==> src/rtl/dci_pkg.sv <==
`timescale 1ns/1ps
// Shared definitions for the class-split dual issuer.
// Assumes: exactly two fetch slots; slot 0 is always the older one.
package dci_pkg;
    localparam int N_SLOT = 2;
    localparam int RES_W  = 2;
    localparam int N_UNIT = 2;

    localparam logic CLS_INT = 1'b0;
    localparam logic CLS_FP  = 1'b1;

    typedef enum logic [RES_W-1:0] {
        RES_NONE = 2'd0,
        RES_IMD  = 2'd1,
        RES_FDV  = 2'd2,
        RES_RSVD = 2'd3
    } res_e;
endpackage

==> src/rtl/dci_unit_gate.sv <==
`timescale 1ns/1ps
// Per-slot resource gate: decodes the slot's resource code into a one-hot
// unit request and reports whether the requested unit is busy.
// Assumes: code 3 is reserved and requests no unit.
module dci_unit_gate
    import dci_pkg::*;
(
    input  logic [RES_W-1:0]  res,
    input  logic              imd_busy,
    input  logic              fdv_busy,
    output logic [N_UNIT-1:0] need,
    output logic              blk
);
    // Decode the request and compare it against the busy flags.
    always_comb begin
        need = '0;
        case (res_e'(res))
            RES_IMD: need[0] = 1'b1;
            RES_FDV: need[1] = 1'b1;
            default: need    = '0;
        endcase
        blk = (need[0] & imd_busy) | (need[1] & fdv_busy);
    end
endmodule

==> src/rtl/dci_order_sel.sv <==
`timescale 1ns/1ps
// In-order selector: slot 0 issues when it is not blocked. Slot 1 issues only
// if slot 0 has nothing pending, or if slot 0 issues now with the other class
// and does not share a unit with slot 1.
// Assumes: pend already excludes slots issued earlier in the same hold.
module dci_order_sel
    import dci_pkg::*;
(
    input  logic [N_SLOT-1:0] pend,
    input  logic [N_SLOT-1:0] blk,
    input  logic [N_SLOT-1:0] cls,
    input  logic [N_UNIT-1:0] need0,
    input  logic [N_UNIT-1:0] need1,
    output logic [N_SLOT-1:0] issue
);
    logic ok0;
    logic pair_ok;

    // Decide the issue mask, oldest first.
    always_comb begin
        ok0      = pend[0] & ~blk[0];
        pair_ok  = ok0 & (cls[0] != cls[1]) & ~(|(need0 & need1));
        issue[0] = ok0;
        issue[1] = pend[1] & ~blk[1] & (~pend[0] | pair_ok);
    end
endmodule

==> src/rtl/dci_port_mux.sv <==
`timescale 1ns/1ps
// Issue-port router: picks the issuing slot whose class matches PORT_CLS and
// presents its index and opcode.
// Assumes: the selector never issues two slots of one class in a cycle.
module dci_port_mux
    import dci_pkg::*;
#(
    parameter int   OP_W     = 32,
    parameter logic PORT_CLS = CLS_INT
) (
    input  logic [N_SLOT-1:0]      issue,
    input  logic [N_SLOT-1:0]      cls,
    input  logic [N_SLOT*OP_W-1:0] ops,
    output logic                   vld,
    output logic                   slot,
    output logic [OP_W-1:0]        op
);
    logic sel0;
    logic sel1;

    // Route the matching slot onto the port.
    always_comb begin
        sel0 = issue[0] & (cls[0] == PORT_CLS);
        sel1 = issue[1] & (cls[1] == PORT_CLS);
        vld  = sel0 | sel1;
        slot = sel1 & ~sel0;
        if (sel0)      op = ops[OP_W-1:0];
        else if (sel1) op = ops[2*OP_W-1:OP_W];
        else           op = '0;
    end
endmodule

==> src/rtl/dual_class_issuer.sv <==
`timescale 1ns/1ps
// Class-split dual issuer. Issues at most one integer-class and one FP-ALU
// instruction per cycle from a fetched pair, in program order. A slot waits
// while its long-latency unit is busy, and everything younger waits with it.
// Assumes: fetch keeps the pair unchanged while fch_stall is high.
module dual_class_issuer
    import dci_pkg::*;
#(
    parameter int OP_W = 32
) (
    input  logic                     clk,
    input  logic                     rst_n,
    input  logic [N_SLOT-1:0]        fch_vld,
    input  logic [N_SLOT-1:0]        fch_cls,
    input  logic [N_SLOT*RES_W-1:0]  fch_res,
    input  logic [N_SLOT*OP_W-1:0]   fch_op,
    input  logic                     imd_busy,
    input  logic                     fdv_busy,
    output logic                     int_vld,
    output logic                     int_slot,
    output logic [OP_W-1:0]          int_op,
    output logic                     fp_vld,
    output logic                     fp_slot,
    output logic [OP_W-1:0]          fp_op,
    output logic                     fch_stall
);
    logic [N_SLOT-1:0] done_q;
    logic [N_SLOT-1:0] pend;
    logic [N_SLOT-1:0] blk;
    logic [N_SLOT-1:0] issue_raw;
    logic [N_SLOT-1:0] issue;
    logic [N_UNIT-1:0] need [N_SLOT];

    // Slots still waiting in the presented pair.
    assign pend = fch_vld & ~done_q;

    for (genvar s = 0; s < N_SLOT; s++) begin : g_gate
        dci_unit_gate u_gate (
            .res      (fch_res[s*RES_W +: RES_W]),
            .imd_busy (imd_busy),
            .fdv_busy (fdv_busy),
            .need     (need[s]),
            .blk      (blk[s])
        );
    end

    dci_order_sel u_sel (
        .pend  (pend),
        .blk   (blk),
        .cls   (fch_cls),
        .need0 (need[0]),
        .need1 (need[1]),
        .issue (issue_raw)
    );

    // Nothing leaves the block while reset is held.
    assign issue = issue_raw & {N_SLOT{rst_n}};

    // Stall while any pending slot is left over.
    assign fch_stall = ~rst_n | (|(pend & ~issue));

    // Record issued slots of a held pair; clear when the pair is consumed.
    always_ff @(posedge clk) begin
        if (!rst_n)         done_q <= '0;
        else if (fch_stall) done_q <= done_q | issue;
        else                done_q <= '0;
    end

    dci_port_mux #(.OP_W(OP_W), .PORT_CLS(CLS_INT)) u_int_port (
        .issue (issue),
        .cls   (fch_cls),
        .ops   (fch_op),
        .vld   (int_vld),
        .slot  (int_slot),
        .op    (int_op)
    );

    dci_port_mux #(.OP_W(OP_W), .PORT_CLS(CLS_FP)) u_fp_port (
        .issue (issue),
        .cls   (fch_cls),
        .ops   (fch_op),
        .vld   (fp_vld),
        .slot  (fp_slot),
        .op    (fp_op)
    );
endmodule

==> config.mk <==
export PLATFORM = sky130hd
export DESIGN_NAME = dual_class_issuer
export DESIGN_NICKNAME = d
export VERILOG_FILES = /design/src/rtl/dci_pkg.sv /design/src/rtl/dci_unit_gate.sv /design/src/rtl/dci_order_sel.sv /design/src/rtl/dci_port_mux.sv /design/src/rtl/dual_class_issuer.sv
export SDC_FILE = /design/constraint.sdc
export NUM_CORES = 1
export LEC_CHECK = 0
export CAP_MARGIN = 30
export CORE_MARGIN = 3
export CORE_UTILIZATION = 35
export DETAILED_ROUTE_END_ITERATION = 16
export PLACE_DENSITY = 0.93
export SYNTH_ARGS = -nofsm -noshare
export SYNTH_HDL_FRONTEND = slang
export SYNTH_HIERARCHICAL = 1
export SYNTH_SLANG_ARGS = --single-unit
==> constraint.sdc <==
create_clock -name clk -period 5.2 [get_ports clk]
set_clock_uncertainty 0.1 [all_clocks]
set_input_delay 0.78 -clock clk [delete_from_list [all_inputs] [get_ports clk]]
set_output_delay 0.78 -clock clk [all_outputs]
set_load 0.02 [all_outputs]
* After elaboration in Yosys (flattened, before gate mapping)
Index checks and enable logic that the tools add are counted.
** Word-level totals
- Register bits after elaboration :: 2
- Logic and storage cells :: 54
- Output and inout bits :: 69
- Input bits :: 76
** Operators by class
- Mux-type cells :: 8
- Eq/ne operators :: 5
- Reductions and logical operators :: 3
- Bitwise gates (word level) :: 37
** Operators by type and width (number)
- $mux 32 :: 4
- $and 1x1->1 :: 15
- $not 1->1 :: 9
- $and 2x2->2 :: 4
- $or 1x1->1 :: 6
- $eq 2x1->1 const B :: 2
- $eq 2x2->1 const B :: 2
- $mux 1 :: 4
- $not 2->2 :: 2
- $reduce_or 2->1 :: 2
- $or 2x2->2 :: 1
- $reduce_and 2->1 :: 1
- $ne 1x1->1 :: 1

* Logic depth before layout (Yosys ltp)
- Word-level depth :: 16
- Gate-level depth with buffers :: 10
- Depth with buffers taken out :: 7

* Hierarchy
The synthesis kept the hierarchy.
** Modules (own cells, without submodules)
- dci_port_mux (u_fp_port) :: area each 733.2 sq um, times used 1, cells each 120, seq. area each 0.0 sq um
- dci_port_mux (u_int_port) :: area each 680.7 sq um, times used 1, cells each 83, seq. area each 0.0 sq um
- dual_class_issuer :: area each 107.6 sq um, times used 1, cells each 13, seq. area each 40.0 sq um
- dci_order_sel :: area each 58.8 sq um, times used 1, cells each 7, seq. area each 0.0 sq um
- dci_unit_gate :: area each 21.3 sq um, times used 2, cells each 3, seq. area each 0.0 sq um

* Worst setup path before layout
OpenSTA, ideal clock, no wires.
- Path kind :: input port to output port
- From :: input port fch_res[0]
- To :: output port fp_op[1]
- Buffers on the path :: 2
- Slack :: 1925 ps
- Arrival time :: 2395 ps
- Stages :: 9
- Data required time :: 4320 ps
- Cell sequence :: nor2b_1 > a22o_1 > a221oi_2 > a41o_1 > and2_1 > buf_2 > buf_2 > nand3_1 > o21ai_1
** Between the ends
- Longest elaborated chain between the ends :: 14
- Elaborated cells on any way between the ends :: 21
- Those cells by class :: eq/ne: 2; mux: 4; bitwise: 14; reduce/logical: 1
** RTL lines
- from (decl) :: line dual_class_issuer.sv:15 : input logic [N_SLOT*RES_W-1:0] fch_res,
- $eq 2x1->1 or $eq 2x2->1 (tied branches) :: line dci_unit_gate.sv:17 : case (res_e'(res))
- $mux 1 :: line dci_unit_gate.sv:17
- $and 1x1->1 :: line dci_unit_gate.sv:22 : blk = (need[0] & imd_busy) | (need[1] & fdv_busy);
- $or 1x1->1 * :: line dci_unit_gate.sv:22
- named net blk[0] :: line dual_class_issuer.sv:29 : logic [N_SLOT-1:0] blk;
- $not 1->1 * :: line dci_order_sel.sv:21 : ok0 = pend[0] & ~blk[0];
- $and 1x1->1 * :: line dci_order_sel.sv:21
- $and 1x1->1 * (2 in series) :: line dci_order_sel.sv:22 : pair_ok = ok0 & (cls[0] != cls[1]) & ~(|(need0 & need1));
- $or 1x1->1 * :: line dci_order_sel.sv:24 : issue[1] = pend[1] & ~blk[1] & (~pend[0] | pair_ok);
- $and 1x1->1 * :: line dci_order_sel.sv:24
- named net issue_raw[1] :: line dual_class_issuer.sv:30 : logic [N_SLOT-1:0] issue_raw;
- $and 2x2->2 * :: line dual_class_issuer.sv:57 : assign issue = issue_raw & {N_SLOT{rst_n}};
- named net issue[1] :: line dual_class_issuer.sv:31 : logic [N_SLOT-1:0] issue;
- $and 1x1->1 * :: line dci_port_mux.sv:24 : sel1 = issue[1] & (cls[1] == PORT_CLS);
- $mux 32 * :: line dci_port_mux.sv:28 : else if (sel1) op = ops[2*OP_W-1:OP_W];
- $mux 32 * :: line dci_port_mux.sv:27 : if (sel0) op = ops[OP_W-1:0];
- to (decl) :: line dual_class_issuer.sv:24 : output logic [OP_W-1:0] fp_op,
The timed path passes the listed nets; every way through them passes the cells marked *.

==> metrics.csv <==
stage;metric;value;unit
power_and_ir_drop;Switching Fraction;0.404;
yosys;area of the mapped netlist;1620;µm²
sta;pin slew with the least headroom to its limit;684;ps
critical_path;largest stage delay on the critical path;600;ps
final_layout;area delta synth->final;86.5;%
sta;minimum clock period after layout;4500;ps
yosys;synthesized area per cell;7.09;µm²
final_layout;antenna cell count;0;
global_routing;most congested layer reported by global routing;met2;
yosys;nets in the synthesized netlist;305;
critical_path;Crit Path Class;in -> out;
power_and_ir_drop;combinational cell fraction of total power;0.757;
yosys;synthesis-stage register bit count;2;
sta;tightest slew margin relative to the limit;0.544;
yosys;ranking of synthesized cells by area;sky130_fd_sc_hd__nand3_1, sky130_fd_sc_hd__a31o_1, sky130_fd_sc_hd__and3b_1;
global_routing;global routing usage on met3;0.0405;
final_layout;area of the multi-input gates;1360;µm²
power_and_ir_drop;static leakage;1.19;nW
placement;placed wire-length estimate;4890;µm
critical_path;critical path cell sequence;clkdlybuf4s50_1 -> nor2b_1 -> a22o_1 -> nor2b_1 -> and2_2 -> buf_4 -> and2_4 -> nand2b_1 -> clkdlybuf4s50_1;
final_layout;count of non-filler cells in the finished layout;402;
yosys;count of flip-flops with a built-in enable after synthesis;0;
power_and_ir_drop;worst voltage drop across the vdd grid;0.000210;V
yosys;part of the Yosys area used for sequential elements;0.0247;
cts;clock buffers created by TritonCTS;3;
critical_path;family of cells with the greatest summed delay on the critical path;buffers and inverters;
final_layout;Register Area;40.0;µm²
yosys;dominant combinational cell family by area after synthesis;simple AND/OR/NAND/NOR gates;
detailed_routing;drt drc;0;
global_routing;GRT Resource Usage Total;0.234;
final_layout;filler instances;398;
die;Top Ports;145;
yosys;area share of the largest cell type after synthesis;0.200;
cts;H-tree depth reported by CTS;1;
sta;max-slew violation count;0;
power_and_ir_drop;total power consumption of the routed design;327;µW
final_layout;number of flip-flops in the largest register;2;
yosys;most common library cells after synthesis;sky130_fd_sc_hd__nand3_1, sky130_fd_sc_hd__a31o_1, sky130_fd_sc_hd__and3b_1, sky130_fd_sc_hd__o21ai_2, sky130_fd_sc_hd__buf_2;
cts;Post-CTS Setup Repair Bufs;0;
sta;Period Utilization, post-route;0.866;
yosys;Unique masters post-synth;26;
cts;buffers from clock root to sink, at most;2;
sta;Hold Fails Final Rpt;0;
cts;Post-CTS Hold Buffers;0;
yosys;proportion of synthesized flip-flops having asynchronous set or reset;0;
cts;clock latency at the later pin of the worst-skew pair;220;ps
final_layout;top flop regs;done_q (2);
global_routing;number of antenna violations at the first check in global routing;0;
critical_path;slowest library cell on the worst path;sky130_fd_sc_hd__clkdlybuf4s50_1;
die;cell row count;24;
yosys;synthesis warning total;6;
critical_path;maximum fanout encountered on the critical timing path;34;
critical_path;WP data arrival;3620;ps
critical_path;element type at the critical path end;output port;
global_routing;GR met2 Demand/Resource;0.414;
yosys;adder and majority gate portion of the synthesized area;0;
detailed_routing;final wirelength;6750;µm
global_routing;vias in the first global route;2184;
cts;cts repair resizes;0;
global_routing;largest net degree at the start of global routing;41;
outcome;status;finished, final reports clean;
yosys;Most used DFF post-synth;sky130_fd_sc_hd__dfxtp_1;
cts;TritonCTS clock tree;built;
die;overall die width;74.1;µm
final_layout;post-layout instance area;3030;µm²
yosys;basic-gate share of the synthesized area counting and, or, nand and nor cells;0.455;
detailed_routing;post-detailed-route count of antenna-violating nets;0;
placement;cell total after placement;399;
yosys;share of the synthesized area in compound gates (AO/OA/AOI/OAI);0.374;
critical_path;number of buffers and inverters on the critical path;3;
sta;RSZ-0062 raised after global routing;false;
yosys;multiplexer fraction of the synthesized cell area;0;
detailed_routing;detailed router's first-iteration violation count;135;
detailed_routing;Initial DRT Pass Iterations;4;
power_and_ir_drop;sequential group share of total power;0.051;
final_layout;largest register by flop count;done_q;
global_routing;global-route wire length before repair;10400;µm
die;die height;74.1;µm
cts;number of clock sinks seen by CTS;2;
detailed_routing;vias after detailed routing;2344;
cts;master cell of the clock root buffer;sky130_fd_sc_hd__clkbuf_8;
placement;placed standard-cell area;2990;µm²
worst_hold_path;type of the tightest min-delay check;reg -> reg;
global_routing;met1 capacity usage during global routing;0.287;
critical_path;CP Launch Type;primary input;
die;starting density of the core;0.368;
power_and_ir_drop;part of the total power dissipated in the clock network;0.192;
sta;worst hold slack after final layout;430;ps
final_layout;Nets;428;
yosys;most frequent cell after synthesis;sky130_fd_sc_hd__nand3_1;
critical_path;data required time at the worst endpoint;4320;ps
power_and_ir_drop;P_sw;132;µW
power_and_ir_drop;Power per Cell Area;108;nW/µm²
cts;Clock transition at path regs;30;ps
detailed_routing;post-DR vias/cell;5.83;
final_layout;fraction of final layout cells with drive strength greater than 1;0.131;
detailed_routing;WL per Instance;16.8;µm
job;Maximum Capacitance Violations;0;
sta;Peak Freq;222;MHz
power_and_ir_drop;internal portion of total power;195;µW
yosys;number of instances in the synthesized netlist;229;
global_routing;GR Overflow Total;0;
sta;count of final setup violators;0;
yosys;post-synth top area cell;sky130_fd_sc_hd__nand3_1;
die;Std-Cell Core Area;4410;µm²
die;Die ar.;5490;µm²
sta;accumulated negative setup slack;0;ps
placement;port buffer count;144;
placement;Placer Congestion;0.812;
yosys;xor/xnor cell area share of the yosys netlist;0.00540;
## logic make-up after synthesis
family                    count (synthesis)
and+or+nand+nor                         118
AOI/OAI and AO/OA                        71
buffers and inverters                    37
DFF                                       2
xor gates and xnor gates                  1
## through the flow
step	worst slack, ps	util
after floorplan	1930	-
after global placement	752	0.676
after detailed placement	688	0.676
after CTS	680	0.686
after global routing	498	0.686
final	695	0.686
## area by class of cell
cell class	instances	area share
Inverter	2	0.00248
Clock buffer	3	0.0136
Multi-Input combinational cell	190	0.448
Tap cell	52	0.0215
Timing Repair Buffer	153	0.501
Sequential cell	2	0.0132
## metal layers
| metal | vias to the layer above | wire [µm] |
|---|---|---|
| met5 | - | 0 |
| met4 | 0 | 136 |
| met3 | 13 | 540 |
| met2 | 102 | 3360 |
| met1 | 1108 | 2710 |
| li1 | 1121 | - |
## worst min-delay path, delay by kind of cell (launching register included)
kind	cells	cell delay, ps
simple gates	1	80
flops	1	330
compound gates	1	80
## worst paths after layout
kind	from	end	slack [ps]	depth (start not counted)
worst max-delay path	fch_res[0]	fp_vld	700	9
worst min-delay path	done_q[0]	done_q[0]	430	2
worst max register to register	done_q[1]	done_q[0]	3680	5
worst min register to register	done_q[0]	done_q[0]	430	2
## power by group through the flow
stage	Sequential, mW	Clock [mW]	Combinational, mW
floorplan	0.0167	0	0.121
global placement	0.0167	0	0.244
detailed placement	0.0168	0	0.247
CTS	0.0166	0.0653	0.248
global route	0.0166	0.0682	0.263
finish	0.0166	0.0628	0.247
## cells in the final DEF, fill, tap and decap left out, drive strengths merged, types with 2 or more instances in the layout
master,n
nor2,3
nand3,65
and2,4
nand2b,2
or3b,2
and3b,32
nor2b,7
a31o,32
a22o,2
dfxtp,2
o21ai,35
buf,10
inv,2
clkbuf,3
clkdlybuf4s50,143
No activity file was read; power rests on OpenSTA's default activity.
